[config.mk]
export PLATFORM = sky130hd
export DESIGN_NAME = vc2ph_select
export DESIGN_NICKNAME = d
export VERILOG_FILES = /design/src/rtl/vc2ph_pkg.sv /design/src/rtl/lowbit_pick.sv /design/src/rtl/adapt_scan.sv /design/src/rtl/esc_pick.sv /design/src/rtl/vc2ph_select.sv
export SDC_FILE = /design/constraint.sdc
export NUM_CORES = 1
export LEC_CHECK = 0
export BUFFER_PORTS_ARGS = -buffer_cell sky130_fd_sc_hd__buf_2
export CAP_MARGIN = 20
export CORE_AREA = 3 3 40 42
export CTS_CLUSTER_SIZE = 12
export DETAILED_ROUTE_END_ITERATION = 16
export DIE_AREA = 0 0 43 45
export PLACE_DENSITY = 0.7
export SLEW_MARGIN = 20
export SYNTH_ARGS = -nofsm -noshare
export SYNTH_HDL_FRONTEND = slang
export SYNTH_HIERARCHICAL = 1
export SYNTH_SLANG_ARGS = --single-unit
[constraint.sdc]
create_clock -name clk -period 2.1 [get_ports clk]
set_input_delay 0.315 -clock clk [delete_from_list [all_inputs] [get_ports clk]]
set_output_delay 0.315 -clock clk [all_outputs]
set_load 0.005 [all_outputs]
[src/rtl/vc2ph_pkg.sv]
package vc2ph_pkg;
  typedef enum logic [1:0] {
    POOL_NONE  = 2'd0,
    POOL_ADAPT = 2'd1,
    POOL_ESC   = 2'd2
  } pool_e;
endpackage

[src/rtl/lowbit_pick.sv]
module lowbit_pick #(
  parameter int W = 4
) (
  input  logic [W-1:0]                   vec,
  output logic                           found,
  output logic [(W > 1 ? $clog2(W) : 1)-1:0] idx
);
  localparam int IW = (W > 1) ? $clog2(W) : 1;

  always_comb begin
    found = 1'b0;
    idx   = '0;
    for (int i = W - 1; i >= 0; i--) begin
      if (vec[i]) begin
        found = 1'b1;
        idx   = IW'(i);
      end
    end
  end
endmodule

[src/rtl/adapt_scan.sv]
module adapt_scan #(
  parameter int NPORT = 4,
  parameter int NADP  = 2
) (
  input  logic [NPORT-1:0]                          prod,
  input  logic [NPORT*NADP-1:0]                     free,
  output logic                                      found,
  output logic [(NPORT > 1 ? $clog2(NPORT) : 1)-1:0] port,
  output logic [(NADP > 1 ? $clog2(NADP) : 1)-1:0]   vc
);
  localparam int PW = (NPORT > 1) ? $clog2(NPORT) : 1;
  localparam int AW = (NADP > 1) ? $clog2(NADP) : 1;

  logic [NPORT-1:0] has_free;
  logic [AW-1:0]    port_vc [NPORT];
  logic [NPORT-1:0] eligible;

  for (genvar p = 0; p < NPORT; p++) begin : g_port
    lowbit_pick #(.W(NADP)) u_vc (
      .vec   (free[p*NADP +: NADP]),
      .found (has_free[p]),
      .idx   (port_vc[p])
    );
  end

  assign eligible = prod & has_free;

  lowbit_pick #(.W(NPORT)) u_port (
    .vec   (eligible),
    .found (found),
    .idx   (port)
  );

  always_comb begin
    vc = '0;
    for (int p = 0; p < NPORT; p++) begin
      if (PW'(p) == port) vc = port_vc[p];
    end
  end
endmodule

[src/rtl/esc_pick.sv]
module esc_pick #(
  parameter int NPORT = 4,
  parameter int NESC  = 1
) (
  input  logic [(NPORT > 1 ? $clog2(NPORT) : 1)-1:0] dor,
  input  logic [NPORT*NESC-1:0]                     free,
  output logic                                      found,
  output logic [(NESC > 1 ? $clog2(NESC) : 1)-1:0]   vc
);
  localparam int PW = (NPORT > 1) ? $clog2(NPORT) : 1;

  logic [NESC-1:0] slice;

  always_comb begin
    slice = '0;
    for (int p = 0; p < NPORT; p++) begin
      if (PW'(p) == dor) slice = free[p*NESC +: NESC];
    end
  end

  lowbit_pick #(.W(NESC)) u_esc (
    .vec   (slice),
    .found (found),
    .idx   (vc)
  );
endmodule

[src/rtl/vc2ph_select.sv]
module vc2ph_select #(
  parameter int NPORT = 4,
  parameter int NADP  = 2,
  parameter int NESC  = 1
) (
  input  logic                                             clk,
  input  logic                                             rst_n,
  input  logic                                             hd_valid,
  output logic                                             hd_ready,
  input  logic [NPORT-1:0]                                 hd_prod,
  input  logic [(NPORT > 1 ? $clog2(NPORT) : 1)-1:0]        hd_dor,
  input  logic                                             hd_escaped,
  input  logic [NPORT*NADP-1:0]                            adp_free,
  input  logic [NPORT*NESC-1:0]                            esc_free,
  output logic                                             gr_valid,
  input  logic                                             gr_ready,
  output logic [(NPORT > 1 ? $clog2(NPORT) : 1)-1:0]        gr_port,
  output logic [((NADP + NESC) > 1 ? $clog2(NADP + NESC) : 1)-1:0] gr_vc,
  output logic                                             gr_escaped,
  output logic                                             stall
);
  import vc2ph_pkg::*;

  localparam int PW  = (NPORT > 1) ? $clog2(NPORT) : 1;
  localparam int NVC = NADP + NESC;
  localparam int VW  = (NVC > 1) ? $clog2(NVC) : 1;
  localparam int AW  = (NADP > 1) ? $clog2(NADP) : 1;
  localparam int EW  = (NESC > 1) ? $clog2(NESC) : 1;

  logic          a_found, e_found;
  logic [PW-1:0] a_port;
  logic [AW-1:0] a_vc;
  logic [EW-1:0] e_vc;
  pool_e         sel_pool;
  logic [PW-1:0] nxt_port;
  logic [VW-1:0] nxt_vc;
  logic          out_free, accept;

  adapt_scan #(.NPORT(NPORT), .NADP(NADP)) u_adapt (
    .prod  (hd_prod),
    .free  (adp_free),
    .found (a_found),
    .port  (a_port),
    .vc    (a_vc)
  );

  esc_pick #(.NPORT(NPORT), .NESC(NESC)) u_esc (
    .dor   (hd_dor),
    .free  (esc_free),
    .found (e_found),
    .vc    (e_vc)
  );

  always_comb begin
    if (!hd_escaped && a_found) sel_pool = POOL_ADAPT;
    else if (e_found)           sel_pool = POOL_ESC;
    else                        sel_pool = POOL_NONE;
  end

  always_comb begin
    nxt_port = hd_dor;
    nxt_vc   = VW'(NADP) + VW'(e_vc);
    if (sel_pool == POOL_ADAPT) begin
      nxt_port = a_port;
      nxt_vc   = VW'(a_vc);
    end
  end

  assign out_free = !gr_valid || gr_ready;
  assign hd_ready = out_free && (sel_pool != POOL_NONE);
  assign stall    = hd_valid && (sel_pool == POOL_NONE);
  assign accept   = hd_valid && hd_ready;

  always_ff @(posedge clk) begin
    if (!rst_n) begin
      gr_valid   <= 1'b0;
      gr_port    <= '0;
      gr_vc      <= '0;
      gr_escaped <= 1'b0;
    end else if (accept) begin
      gr_valid   <= 1'b1;
      gr_port    <= nxt_port;
      gr_vc      <= nxt_vc;
      gr_escaped <= (sel_pool == POOL_ESC);
    end else if (gr_ready) begin
      gr_valid   <= 1'b0;
    end
  end

  // an escaped packet never receives an adaptive channel
  assert_sticky_escape_R4: assert property (@(posedge clk) disable iff (!rst_n)
    (accept && hd_escaped) |=> (gr_escaped && gr_vc >= VW'(NADP)));

  // escape grants follow the dimension-order port
  assert_escape_on_dor_R3: assert property (@(posedge clk) disable iff (!rst_n)
    accept |=> (gr_vc < VW'(NADP) || gr_port == $past(hd_dor)));

  // adaptive grants only on productive ports
  assert_adapt_productive_R8: assert property (@(posedge clk) disable iff (!rst_n)
    accept |=> (gr_vc >= VW'(NADP) || (($past(hd_prod) >> gr_port) & 1) == 1));

  // held grant stays stable under back-pressure
  assert_hold_grant_R7: assert property (@(posedge clk) disable iff (!rst_n)
    (gr_valid && !gr_ready) |=> (gr_valid && $stable(gr_port) && $stable(gr_vc)
                                 && $stable(gr_escaped)));

  // stall excludes acceptance and leaves the output alone
  assert_stall_no_take_R5: assert property (@(posedge clk) disable iff (!rst_n)
    (stall && gr_ready) |=> !gr_valid);

  // a flagged grant is always an escape channel
  assert_flag_matches_pool_R2: assert property (@(posedge clk) disable iff (!rst_n)
    gr_valid |-> (gr_escaped == (gr_vc >= VW'(NADP))));
endmodule

# Yosys cells after proc, flatten, opt, wreduce, memory -nomap -nowiden
# Index checks and enable logic that the tools add are counted.
# word_totals
in_bits,23
out_inout_bits,8
elab_cells,60
reg_bits,6
# op_classes
reduce_logical,12
n_eq_ne,8
n_bitwise,1
muxes,35
# op_table
cell,count
$mux W1,27
$mux W2,8
$eq A2 B2 Y1 const A,4
$logic_not A2 Y1,3
$and A4 B4 Y4,1
$eq A1 B2 Y1 const A,2
$logic_and A1 B1 Y1,4
$reduce_bool A2 Y1,2
$eq A2 B1 Y1 const B,1
$eq A2 B2 Y1 const B,1
$logic_not A1 Y1,2
$logic_or A1 B1 Y1,1

# Logic depth before layout (Yosys ltp)
# Gate-level depths: netlist (run 1).
# depth
ltp_word,13
depth_mapped,9
mapped_depth_nobuf,8

# Modules after synthesis
# Netlist (run 1), hierarchy kept.
# modules_own_cells
module,cells_each,area_each_um2,n_inst
vc2ph_select,30,297.8,1
lowbit_pick at u_adapt.g_port[0].u_vc ...,2,15.0,4
adapt_scan,5,47.5,1
lowbit_pick at u_adapt.u_port,7,35.0,1
esc_pick,1,22.5,1
lowbit_pick at u_esc.u_esc,3,18.8,1

# Least setup slack after synthesis (run 1)
# Ideal clock, no wire load.
# synth_path
path_type,input port to flip-flop
from,input adp_free[4]
to,register gr_vc[0] in the netlist's numbering
t_arrival_ns,1.753
setup_time_ns,0.116
path_stages,8
path_slack_ns,0.230
cell_sequence,or2_1 and2_1 nand2b_1 a21oi_2 mux4_2 mux2i_1 nand2_1 o211a_1
# synth_via
elab_chain_len,11
# synth_lines
element,line,rtl
from (decl),vc2ph_select.sv:13,"input logic [NPORT*NADP-1:0] adp_free,"
$mux W1 *,lowbit_pick.sv:14,if (vec[i]) begin
$and A4 B4 Y4 *,adapt_scan.sv:26,assign eligible = prod & has_free;
named net u_adapt.eligible[2],adapt_scan.sv:16,logic [NPORT-1:0] eligible;
$mux W2 * (3 in series),lowbit_pick.sv:14,
named net a_port[0],vc2ph_select.sv:31,logic [PW-1:0] a_port;
$logic_not A2 Y1,adapt_scan.sv:37,if (PW'(p) == port) vc = port_vc[p];
$mux W1 (3 in series),adapt_scan.sv:37,
$mux W1 *,adapt_scan.sv:37,
named net a_vc,vc2ph_select.sv:32,logic [AW-1:0] a_vc;
$mux W2 *,vc2ph_select.sv:63,if (sel_pool == POOL_ADAPT) begin
to (signal assigned),vc2ph_select.sv:83,gr_vc <= nxt_vc;
to (decl),vc2ph_select.sv:18,"output logic [((NADP + NESC) > 1 ? $clog2(NADP + NESC) : 1)-1:0] gr_vc,"
# The timed path passes the listed nets; every way through them passes the cells marked *.
# A chain may end at the register's enable or synchronous reset.

# Worst setup path after layout (run 1)
# layout_path
from,input adp_free[4]
to,output stall
# layout_via
elab_chain_len,9
# layout_lines
element,line,rtl
$mux W1,lowbit_pick.sv:14,
named net u_adapt.has_free[2],adapt_scan.sv:14,logic [NPORT-1:0] has_free;
$and A4 B4 Y4,adapt_scan.sv:26,
named net u_adapt.eligible[2],adapt_scan.sv:16,
$mux W1 (3 in series),lowbit_pick.sv:14,
named net a_found,vc2ph_select.sv:30,"logic a_found, e_found;"
$logic_and A1 B1 Y1,vc2ph_select.sv:55,if (!hd_escaped && a_found) sel_pool = POOL_ADAPT;
$mux W2,vc2ph_select.sv:55,
$logic_not A2 Y1,vc2ph_select.sv:71,assign stall = hd_valid && (sel_pool == POOL_NONE);
$logic_and A1 B1 Y1,vc2ph_select.sv:71,
to (decl),vc2ph_select.sv:20,output logic stall
# The timed path passes the listed nets, and every way through them passes these cells.

==> impl_summary.txt, run 1 <==
----------------------------------------------------
[Run status]
  Outcome ... finished, final reports clean

[CTS]
  Clock sinks ... 6
  Total CTS buffers ... 3
  Number of resized instances in the post-cts repair step ... 0
  Clk Latency, worst-skew pair ... 0.25 ns
  CTS clock-pin slew for the worst setup and hold paths ... 0.04 ns
  Maximum level of the CTS H-tree ... 1
  Clk Tree Root Cell ... clkbuf_4
  # hold bufs at CTS ... 0
  TritonCTS clock tree ... built
  Post-CTS Setup Inserts ... 0
  Number of buffers on the longest clock path ... 2

[Place]
  Total of buffers placed on input and output ports ... 30
  DP Wirelength ... 859 um
  Routability-driven placement congestion ratio ... 0.669

[Drt]
  Drt first pass iters ... 2
  Detail Route Antenna Nets ... 0
  Violation count after the first detailed-route iteration ... 2
  Vias ... 475
  Mean number of vias per cell ... 4.80
  Average wire length per cell after detail routing ... 9.77 um
  Detailed Route WL ... 967 um
  DRC errors left ... 0

[Global route]
  Global-route met3 utilization ... 7.17%
  Wire length of the first global-routing pass ... 1.54 mm
  Global route hottest layer ... met2
  M2 GR Usage ... 18.9%
  Maximum number of pins on one net before global-route repair ... 8
  Gr usage total ... 10.9%
  Initial antenna violation count ... 0
  Vias in the first global route ... 416
  Final global-route overflow total ... 0
  Global routing met1 resource utilization ... 11.9%

[Cells and area]
  Final core utilization ... 50.3%
  Total area of multi-input combinational cells ... 332 sq um
  NumNets Final ... 109
  Share of layout cells above drive strength 1 ... 50.0%
  Layout Area Growth over Synthesis ... 34.3%
  Number of inserted filler cells in the final layout ... 127
  FF/Latch Area ... 120 sq um
  N_diodes ... 0

[Hold path]
  Worst Hold Class ... input pin to register

[Floorplanning]
  Area of the core region ... 1280 sq um
  Die Span X ... 43 um
  Number of I/O pins ... 31
  DIE AREA ... 1940 sq um
  Starting utilization of the core area ... 37.5%
  Rows ... 13
  Die Height ... 45 um

[Synthesis]
  Combined area of all synthesized cells ... 482 sq um
  Top FF cell, synth ... dfxtp_1
  Per-instance average area after synthesis ... 8.92 sq um
  Cells after Synth ... 54
  Number of distinct library cell variants in the gate-level netlist after synthesis ... 23
  Main area contributors after synthesis ... dfxtp_1 (25%), mux4_2 (9.4%), and2b_2 (7.3%)
  Yosys warning count ... 6
  Sequential element share of the synthesized area ... 24.9%
  Flop and latch count out of synthesis ... 6
  Number of enable flip-flop cells after synthesis ... 0
  Synthesized netlist net count ... 77
  Leading area contributor after synthesis ... dfxtp_1
  Share of the synthesized area in the top cell type ... 24.9%
  Share of flip-flops with an asynchronous set or reset ... 0%

[STA]
  Worst-case clock skew ... 0.00333 ns
  Setup tns final ... 0 ns
  Fin crit share ... 84.5%
  RSZ-0062 raised after global routing ... no
  Final critical delay including setup and external delays ... 1.77 ns
  Final setup viols ... 0
  FMAX ... 564 MHz
  Final-report max-slew violation count ... 0
  Number of hold violations in the final report ... 0

[Pwr]
  Internal power ... 250 uW
  Part of the total power dissipated in the clock network ... 31.4%
  Pwr/cell area ... 527 nW/um^2
  Worst vdd rail ir drop ... 0.329 mV
  Power Total ... 341 uW
  Logic pwr share ... 30.6%
  Switching fraction of total power ... 26.8%
  Flop pwr share ... 38.0%
  Net switching power figure ... 91.5 uW
  Static Leakage ... 0.352 nW

[Setup path]
  Type of element capturing the critical path ... output port
  Critical-path maximum fanout ... 7
  Startpoint class of the critical path ... input pin
  Req. time, crit path ... 1.78 ns
  Critical path type ... input pin to output port
  Data arrival time of the worst path ... 1.46 ns

[Job]
  Maxcap violations ... 0

----------------------------------------------------
## sequential cells by signal, summed over array words and instances (netlist names)
register / flops
gr_vc: 2
gr_valid: 1
gr_port: 2
gr_escaped: 1
## placed cells by master (no fill, tap or decap), drive strengths merged
cell type	n
buf	30
mux4	2
a21boi	1
clkbuf	3
mux2i	3
nand3	1
and2	5
or2	4
nand2	5
nand2b	2
conb	1
inv	1
nor3	1
o211a	4
dfxtp	6
nor2b	2
a31oi	2
o21ai	1
a21oi	1
nor2	5
and2b	4
## routing by layer
| metal | vias to the layer above | wire [um] |
|---|---|---|
| met4 | 0 | 0 |
| li1 | 243 | - |
| met5 | - | 0 |
| met1 | 208 | 406 |
| met2 | 24 | 448 |
| met3 | 0 | 112 |
## final timing paths
| check | depth (start not counted) | from | slack, ns | to |
|---|---|---|---|---|
| worst min-delay path | 2 | rst_n | 0.35 | gr_vc[0] |
| worst max register to register | 4 | gr_valid | 1.10 | gr_port[0] |
| worst max-delay path | 9 | adp_free[4] | 0.33 | stall |
| worst min register to register | 2 | gr_escaped | 0.47 | gr_escaped |
## layout make-up
class | instances | share of cell area (%)
repair buffers | 30 | 23.2
clock buffers | 3 | 3.48
flip-flops and latches | 6 | 18.6
well taps | 15 | 2.90
multi-input cells | 44 | 51.3
inverters | 1 | 0.580
## metrics by stage
stage / cell area [sq um] / std cells / hold WS, ns / worst slack, ns
after CTS: 647 / 99 / 0.340 / 0.308
after detailed placement: 624 / 96 / 0.463 / 0.0634
after global routing: 647 / 99 / 0.344 / 0.204
final: 647 / 99 / 0.346 / 0.326
after global placement: 624 / 96 / 0.444 / 0.0942
after floorplan: 482 / 54 / 0.448 / 0.230
## logic make-up (layout without fill, tap and decap cells)
logic type             count (synthesis)  in the layout  share of synthesized area, %
other                                  1              1                         0.778
buffers and inverters                  4             34                          6.23
and+or+nand+nor                       29             29                          35.6
DFF                                    6              6                          24.9
AOI/OAI and AO/OA                      9              9                          16.9
muxes                                  5              5                          15.6
## critical path, cell delays in order
cell	delay, ns
buf_2	0.10
or2_1	0.20
and2_1	0.14
nor2_1	0.13
nand2_1	0.07
nor2b_4	0.15
nor2_1	0.12
and2_1	0.13
buf_2	0.10
## cells in the mapped netlist, drive strengths merged, types with 3 or more instances
cell / number
or2: 4
buf: 3
dfxtp: 6
nand2: 5
and2: 5
o211a: 4
mux2i: 3
nor2: 5
and2b: 4
## power groups by stage
| stage | registers (mW) | logic [mW] | clock network [mW] |
|---|---|---|---|
| global route | 0.131 | 0.118 | 0.119 |
| finish | 0.130 | 0.104 | 0.107 |
| global placement | 0.131 | 0.104 | 0 |
| detailed placement | 0.132 | 0.106 | 0 |
| floorplan | 0.132 | 0.0687 | 0 |
| CTS | 0.130 | 0.106 | 0.112 |
Power figures use the tool's default switching activity.
==> inputs of run 2 (changes only) <==
- clock period: 2.1 -> 1.64 ns (I/O delays scaled with it)
==> impl_summary.txt, run 2 (synthesis gave the netlist of run 1 again) <==
----------------------------------------------------
[Run status]
  Outcome ... finished with violations
  Failing checks ... setup timing

[Cells and area]
  Number of inserted filler cells in the final layout ... 130
  Number of cells in the finished layout apart from fillers ... 103
  N_diodes ... 0
  Largest registers ... gr_port x2, gr_vc x2
  Commonest cells after routing, fill and taps aside ... buf_2 (29), dfxtp_1 (6), nand2_1 (5)
  Layout Area Growth over Synthesis ... 47.0%
  Final core utilization ... 55.1%
  Most common cell after layout, fill and taps aside ... buf_2
  Share of layout cells above drive strength 1 ... 58.0%
  NumNets Final ... 113

[Drt]
  Average wire length per cell after detail routing ... 10.7 um
  Vias ... 503
  Detail Route Antenna Nets ... 0
  Violation count after the first detailed-route iteration ... 7
  Mean number of vias per cell ... 4.88
  Detailed Route WL ... 1.10 mm
  Drt first pass iters ... 4
  DRC errors left ... 0

[STA]
  Setup tns final ... -0.0383 ns
  Final-report max-slew violation count ... 0
  Final setup viols ... 1
  RSZ-0062 raised after global routing ... yes
  Final hold slack ... 0.272 ns
  Number of hold violations in the final report ... 0
  FMAX ... 596 MHz
  Worst-case clock skew ... 0.00578 ns
  Final critical delay including setup and external delays ... 1.68 ns
  Setup slack after layout ... -0.0383 ns
  Fin crit share ... 102%

[Place]
  Total placed cells including tap cells ... 99
  Total of buffers placed on input and output ports ... 30
  Routability-driven placement congestion ratio ... 0.727
  DP Wirelength ... 949 um

[Global route]
  Wire length of the first global-routing pass ... 1.81 mm
  Global route hottest layer ... met2
  M2 GR Usage ... 23.4%
  Global-route met3 utilization ... 2.39%
  Vias in the first global route ... 493
  Gr usage total ... 12.6%
  Initial antenna violation count ... 0
  Maximum number of pins on one net before global-route repair ... 8
  Global routing met1 resource utilization ... 13.4%
  Final global-route overflow total ... 0

[CTS]
  Clock sinks ... 6
  Clk Latency, worst-skew pair ... 0.24 ns
  CTS clock-pin slew for the worst setup and hold paths ... 0.05 ns
  TritonCTS clock tree ... built
  Maximum level of the CTS H-tree ... 1
  Total CTS buffers ... 3
  # hold bufs at CTS ... 0
  Number of buffers on the longest clock path ... 2
  Clk Tree Root Cell ... clkbuf_4

[Floorplanning]
  Die Span X ... 43 um
  DIE AREA ... 1940 sq um
  Area of the core region ... 1280 sq um
  Number of I/O pins ... 31
  Starting utilization of the core area ... 37.5%
  Rows ... 13
  Die Height ... 45 um

[Setup path]
  Data arrival time of the worst path ... 1.81 ns
  Startpoint class of the critical path ... input pin
  Cell-by-cell trace of the critical path ... buf_6 -> or2_1 -> and2_4 -> nand2b_4 -> a21oi_4 -> mux4_2 -> mux2i_1 -> nand2_1 -> o211a_1
  Type of element capturing the critical path ... register
  Reg2Reg Capture Point ... gr_vc[0]
  Critical-path maximum fanout ... 2
  Worst setup path endpoint ... gr_vc[0]
  Launching point of the worst reg2reg path ... gr_valid
  Length in cells of the worst reg-to-reg path ... 4
  Startpoint of the most critical setup path ... adp_free[4]
  Cell with the largest stage delay on the worst path ... mux4_2
  Critical path type ... input pin to register
  Req. time, crit path ... 1.77 ns
  Reg2Reg Setup Slack ... 0.63 ns
  Worst path max stage delay ... 0.51 ns

[Pwr]
  Worst vdd rail ir drop ... 0.229 mV
  Static Leakage ... 0.386 nW
  Power Total ... 461 uW
  Pwr/cell area ... 652 nW/um^2

[Job]
  Maxcap violations ... 0

[Hold path]
  Hold path depth ... 2
  Worst Hold Class ... input pin to register

----------------------------------------------------
## run 2: layer usage
layer  wire [um]  vias to the layer above
met5           0                        -
met4           9                        0
met3          69                        2
met2         596                       18
met1         427                      228
li1            -                      255
## run 2: report_power, final
| part | switching, mW | internal, mW | total (mW) |
|---|---|---|---|
| clock | 0.0522 | 0.0827 | 0.135 |
| combinational | 0.0655 | 0.0952 | 0.161 |
| sequential | 0.00634 | 0.160 | 0.166 |
| total | 0.124 | 0.337 | 0.461 |
## run 2: worst min-delay path by stage
stage                from          to  slack, ns
6_report            rst_n  gr_port[1]       0.27
3_3_place_gp   gr_escaped  gr_escaped       0.45
2_1_floorplan       rst_n  gr_port[0]       0.38
4_1_cts             rst_n  gr_port[1]       0.27
3_5_place_dp   gr_escaped  gr_escaped       0.46
5_1_grt             rst_n  gr_port[0]       0.28
## run 2: metrics by stage
step,setup WS [ns],instance area [sq um]
finish,-0.0383,708
global route,-0.112,708
CTS,-0.0455,706
detailed placement,-0.309,662
global placement,-0.241,662
floorplan,-0.114,497
## run 2: cell type report
type	instances	area [sq um]	share of cell area (%)
Timing Repair Buffer	34	186	26.3
Sequential cell	6	120	17.0
Tap cell	15	18.8	2.65
Multi-Input combinational cell	44	357	50.4
Clock buffer	3	22.5	3.18
Inverter	1	3.75	0.530
## run 2: timing repair
item | 4_1_cts | 5_1_grt
pin swaps | 1 | 0
endpoints found under the setup margin | 2 | 3
buffers inserted | 1 | 0
gates cloned | 0 | 0
gates resized for setup | 4 | 2
## run 2: worst max-delay path: cells and delay by family
kind / cells / cell delay (ns)
buffers and inverters: 1 / 0.09
and+or+nand+nor: 4 / 0.57
AOI/OAI and AO/OA: 2 / 0.25
muxes: 2 / 0.66
==> inputs of run 3 (changes only) <==
- PLACE_DENSITY: 0.7 -> 0.65
- SYNTH_HIERARCHICAL: 1 -> unset
==> impl_summary.txt, run 3 <==
----------------------------------------------------
[Global route]
  Gr usage total ... 10.8%
  Final global-route overflow total ... 0
  Wire length of the first global-routing pass ... 1.60 mm
  Initial antenna violation count ... 0
  Vias in the first global route ... 419
  Maximum number of pins on one net before global-route repair ... 8

[Synthesis]
  Share of flip-flops with an asynchronous set or reset ... 0%
  Synthesized netlist net count ... 70
  Number of distinct library cell variants in the gate-level netlist after synthesis ... 25
  Cells after Synth ... 47
  Share of the synthesized area in the top cell type ... 28.5%
  Top FF cell, synth ... dfxtp_1
  Ranking of synthesized cells by instance count ... nand2_1 (7), dfxtp_1 (6), o21ai_2 (4), o211a_1 (3)
  Main area contributors after synthesis ... dfxtp_1 (28%), o21ai_2 (8.3%), o211a_1 (7.1%)
  Count leader, synth ... nand2_1
  Per-instance average area after synthesis ... 8.97 sq um
  Number of enable flip-flop cells after synthesis ... 0
  Combined area of all synthesized cells ... 422 sq um
  Flop and latch count out of synthesis ... 6
  Leading area contributor after synthesis ... dfxtp_1
  Sequential element share of the synthesized area ... 28.5%
  Yosys warning count ... 0

[CTS]
  TritonCTS clock tree ... built
  Clk Tree Root Cell ... clkbuf_4
  # hold bufs at CTS ... 0
  Maximum level of the CTS H-tree ... 1
  CTS clock-pin slew for the worst setup and hold paths ... 0.04 ns
  Number of resized instances in the post-cts repair step ... 0
  Total CTS buffers ... 3
  Clk Latency, worst-skew pair ... 0.24 ns
  Number of buffers on the longest clock path ... 2
  Post-CTS Setup Inserts ... 0
  Clock sinks ... 6

[Drt]
  Violation count after the first detailed-route iteration ... 9
  Average wire length per cell after detail routing ... 11.4 um
  Detailed Route WL ... 1.08 mm
  Vias ... 484
  Drt first pass iters ... 6
  Detail Route Antenna Nets ... 0
  Mean number of vias per cell ... 5.09
  DRC errors left ... 0

[STA]
  Worst slew slack as a fraction of its limit ... 82.7%
  Final-report max-slew violation count ... 0
  Fin crit share ... 92.3%
  Setup tns final ... 0 ns
  RSZ-0062 raised after global routing ... no
  Transition time at the pin with the least slew margin ... 0.259 ns
  Worst-case clock skew ... 0.00249 ns
  Final hold slack ... 0.305 ns
  Setup slack after layout ... 0.126 ns
  Number of hold violations in the final report ... 0
  Final setup viols ... 0
  FMAX ... 660 MHz
  Final critical delay including setup and external delays ... 1.51 ns

[Cells and area]
  NumNets Final ... 105
  N_diodes ... 0
  Final std cell area, no fill ... 613 sq um
  Commonest cells after routing, fill and taps aside ... buf_2 (30), nand2_1 (7), dfxtp_1 (6)
  Most common cell after layout, fill and taps aside ... buf_2
  Share of layout cells above drive strength 1 ... 51.2%
  Layout Area Growth over Synthesis ... 45.4%
  Largest registers ... gr_port x2, gr_vc x2

[Pwr]
  Worst vdd rail ir drop ... 0.352 mV
  Pwr/cell area ... 681 nW/um^2
  Power Total ... 418 uW
  Static Leakage ... 0.319 nW

[Setup path]
  Critical path type ... input pin to output port
  Data arrival time of the worst path ... 1.27 ns
  Type of element capturing the critical path ... output port
  Critical-path maximum fanout ... 3
  Req. time, crit path ... 1.39 ns
  Startpoint class of the critical path ... input pin

[Floorplanning]
  Rows ... 13
  Starting utilization of the core area ... 32.8%
  Die Height ... 45 um
  Number of I/O pins ... 31
  Area of the core region ... 1280 sq um
  DIE AREA ... 1940 sq um
  Die Span X ... 43 um

[Hold path]
  Worst Hold Class ... input pin to register

[Job]
  Maxcap violations ... 0

[Place]
  Placed Instance Area ... 591 sq um
  Setup WS pre-CTS ... 0.125 ns
  Routability-driven placement congestion ratio ... 0.668
  Total of buffers placed on input and output ports ... 30
  DP Wirelength ... 926 um

[Run status]
  Outcome ... finished, final reports clean

----------------------------------------------------
==> run 3: cell count changes in the layout (fill, tap and decap cells not counted), sizes merged, moves of 3 or more <==
| cell | change |
|---|---|
| or2 | -4 |
| and2 | -4 |
| nor2 | -3 |
| and2b | -4 |
| buf | -4 |
| o21ai | +5 |
==> run 3: cell type report <==
cell class,instances,area [sq um]
Fill cell,133,672
Multi-Input combinational cell,39,294
Timing Repair Buffer,30,150
Sequential cell,6,120
Clock buffer,3,22.5
Tap cell,15,18.8
Inverter,2,7.51
==> run 3: kinds of logic after synthesis <==
family / share of synthesized area (%)
multiplexers: 10.1
AND/OR/NAND/NOR: 21.1
AO/OA/AOI/OAI: 38.6
buffers and inverters: 1.78
flip-flops: 28.5
==> run 3: final timing paths <==
path / start / endpoint / slack, ns / cells after the start
worst max register to register: gr_valid / gr_vc[1] / 0.49 / 3
worst min-delay path: rst_n / gr_escaped / 0.31 / 2
worst min register to register: gr_port[1] / gr_port[1] / 0.45 / 2
worst max-delay path: hd_dor[0] / stall / 0.13 / 5
==> run 3: worst max-delay path, stage by stage <==
cell and delay [ns]:
buf_2 0.11, mux4_2 0.54, nor2_1 0.14, and2_1 0.13, buf_2 0.10
==> run 3: layer usage <==
metal | global-route usage [%] | part of all wire, % | routed length [um]
met2 | 17.7 | 47 | 510
met5 | 0 | 0 | 0
met4 | 3.61 | 0 | 0
met3 | 3.19 | 8.9 | 97
met1 | 13.5 | 44 | 477
==> run 3: per-stage QoR <==
stage / std cells / utilization, %
floorplan: 47 / -
global placement: 92 / 46.0
detailed placement: 92 / 46.0
CTS: 95 / 47.7
global route: 95 / 47.7
finish: 95 / 47.7
==> run 3: report_power, final <==
group / switching [mW] / internal (mW) / total [mW]
clock network: 0.0487 / 0.0825 / 0.131
registers: 0.00533 / 0.158 / 0.163
logic: 0.0598 / 0.0633 / 0.123
total: 0.114 / 0.304 / 0.418
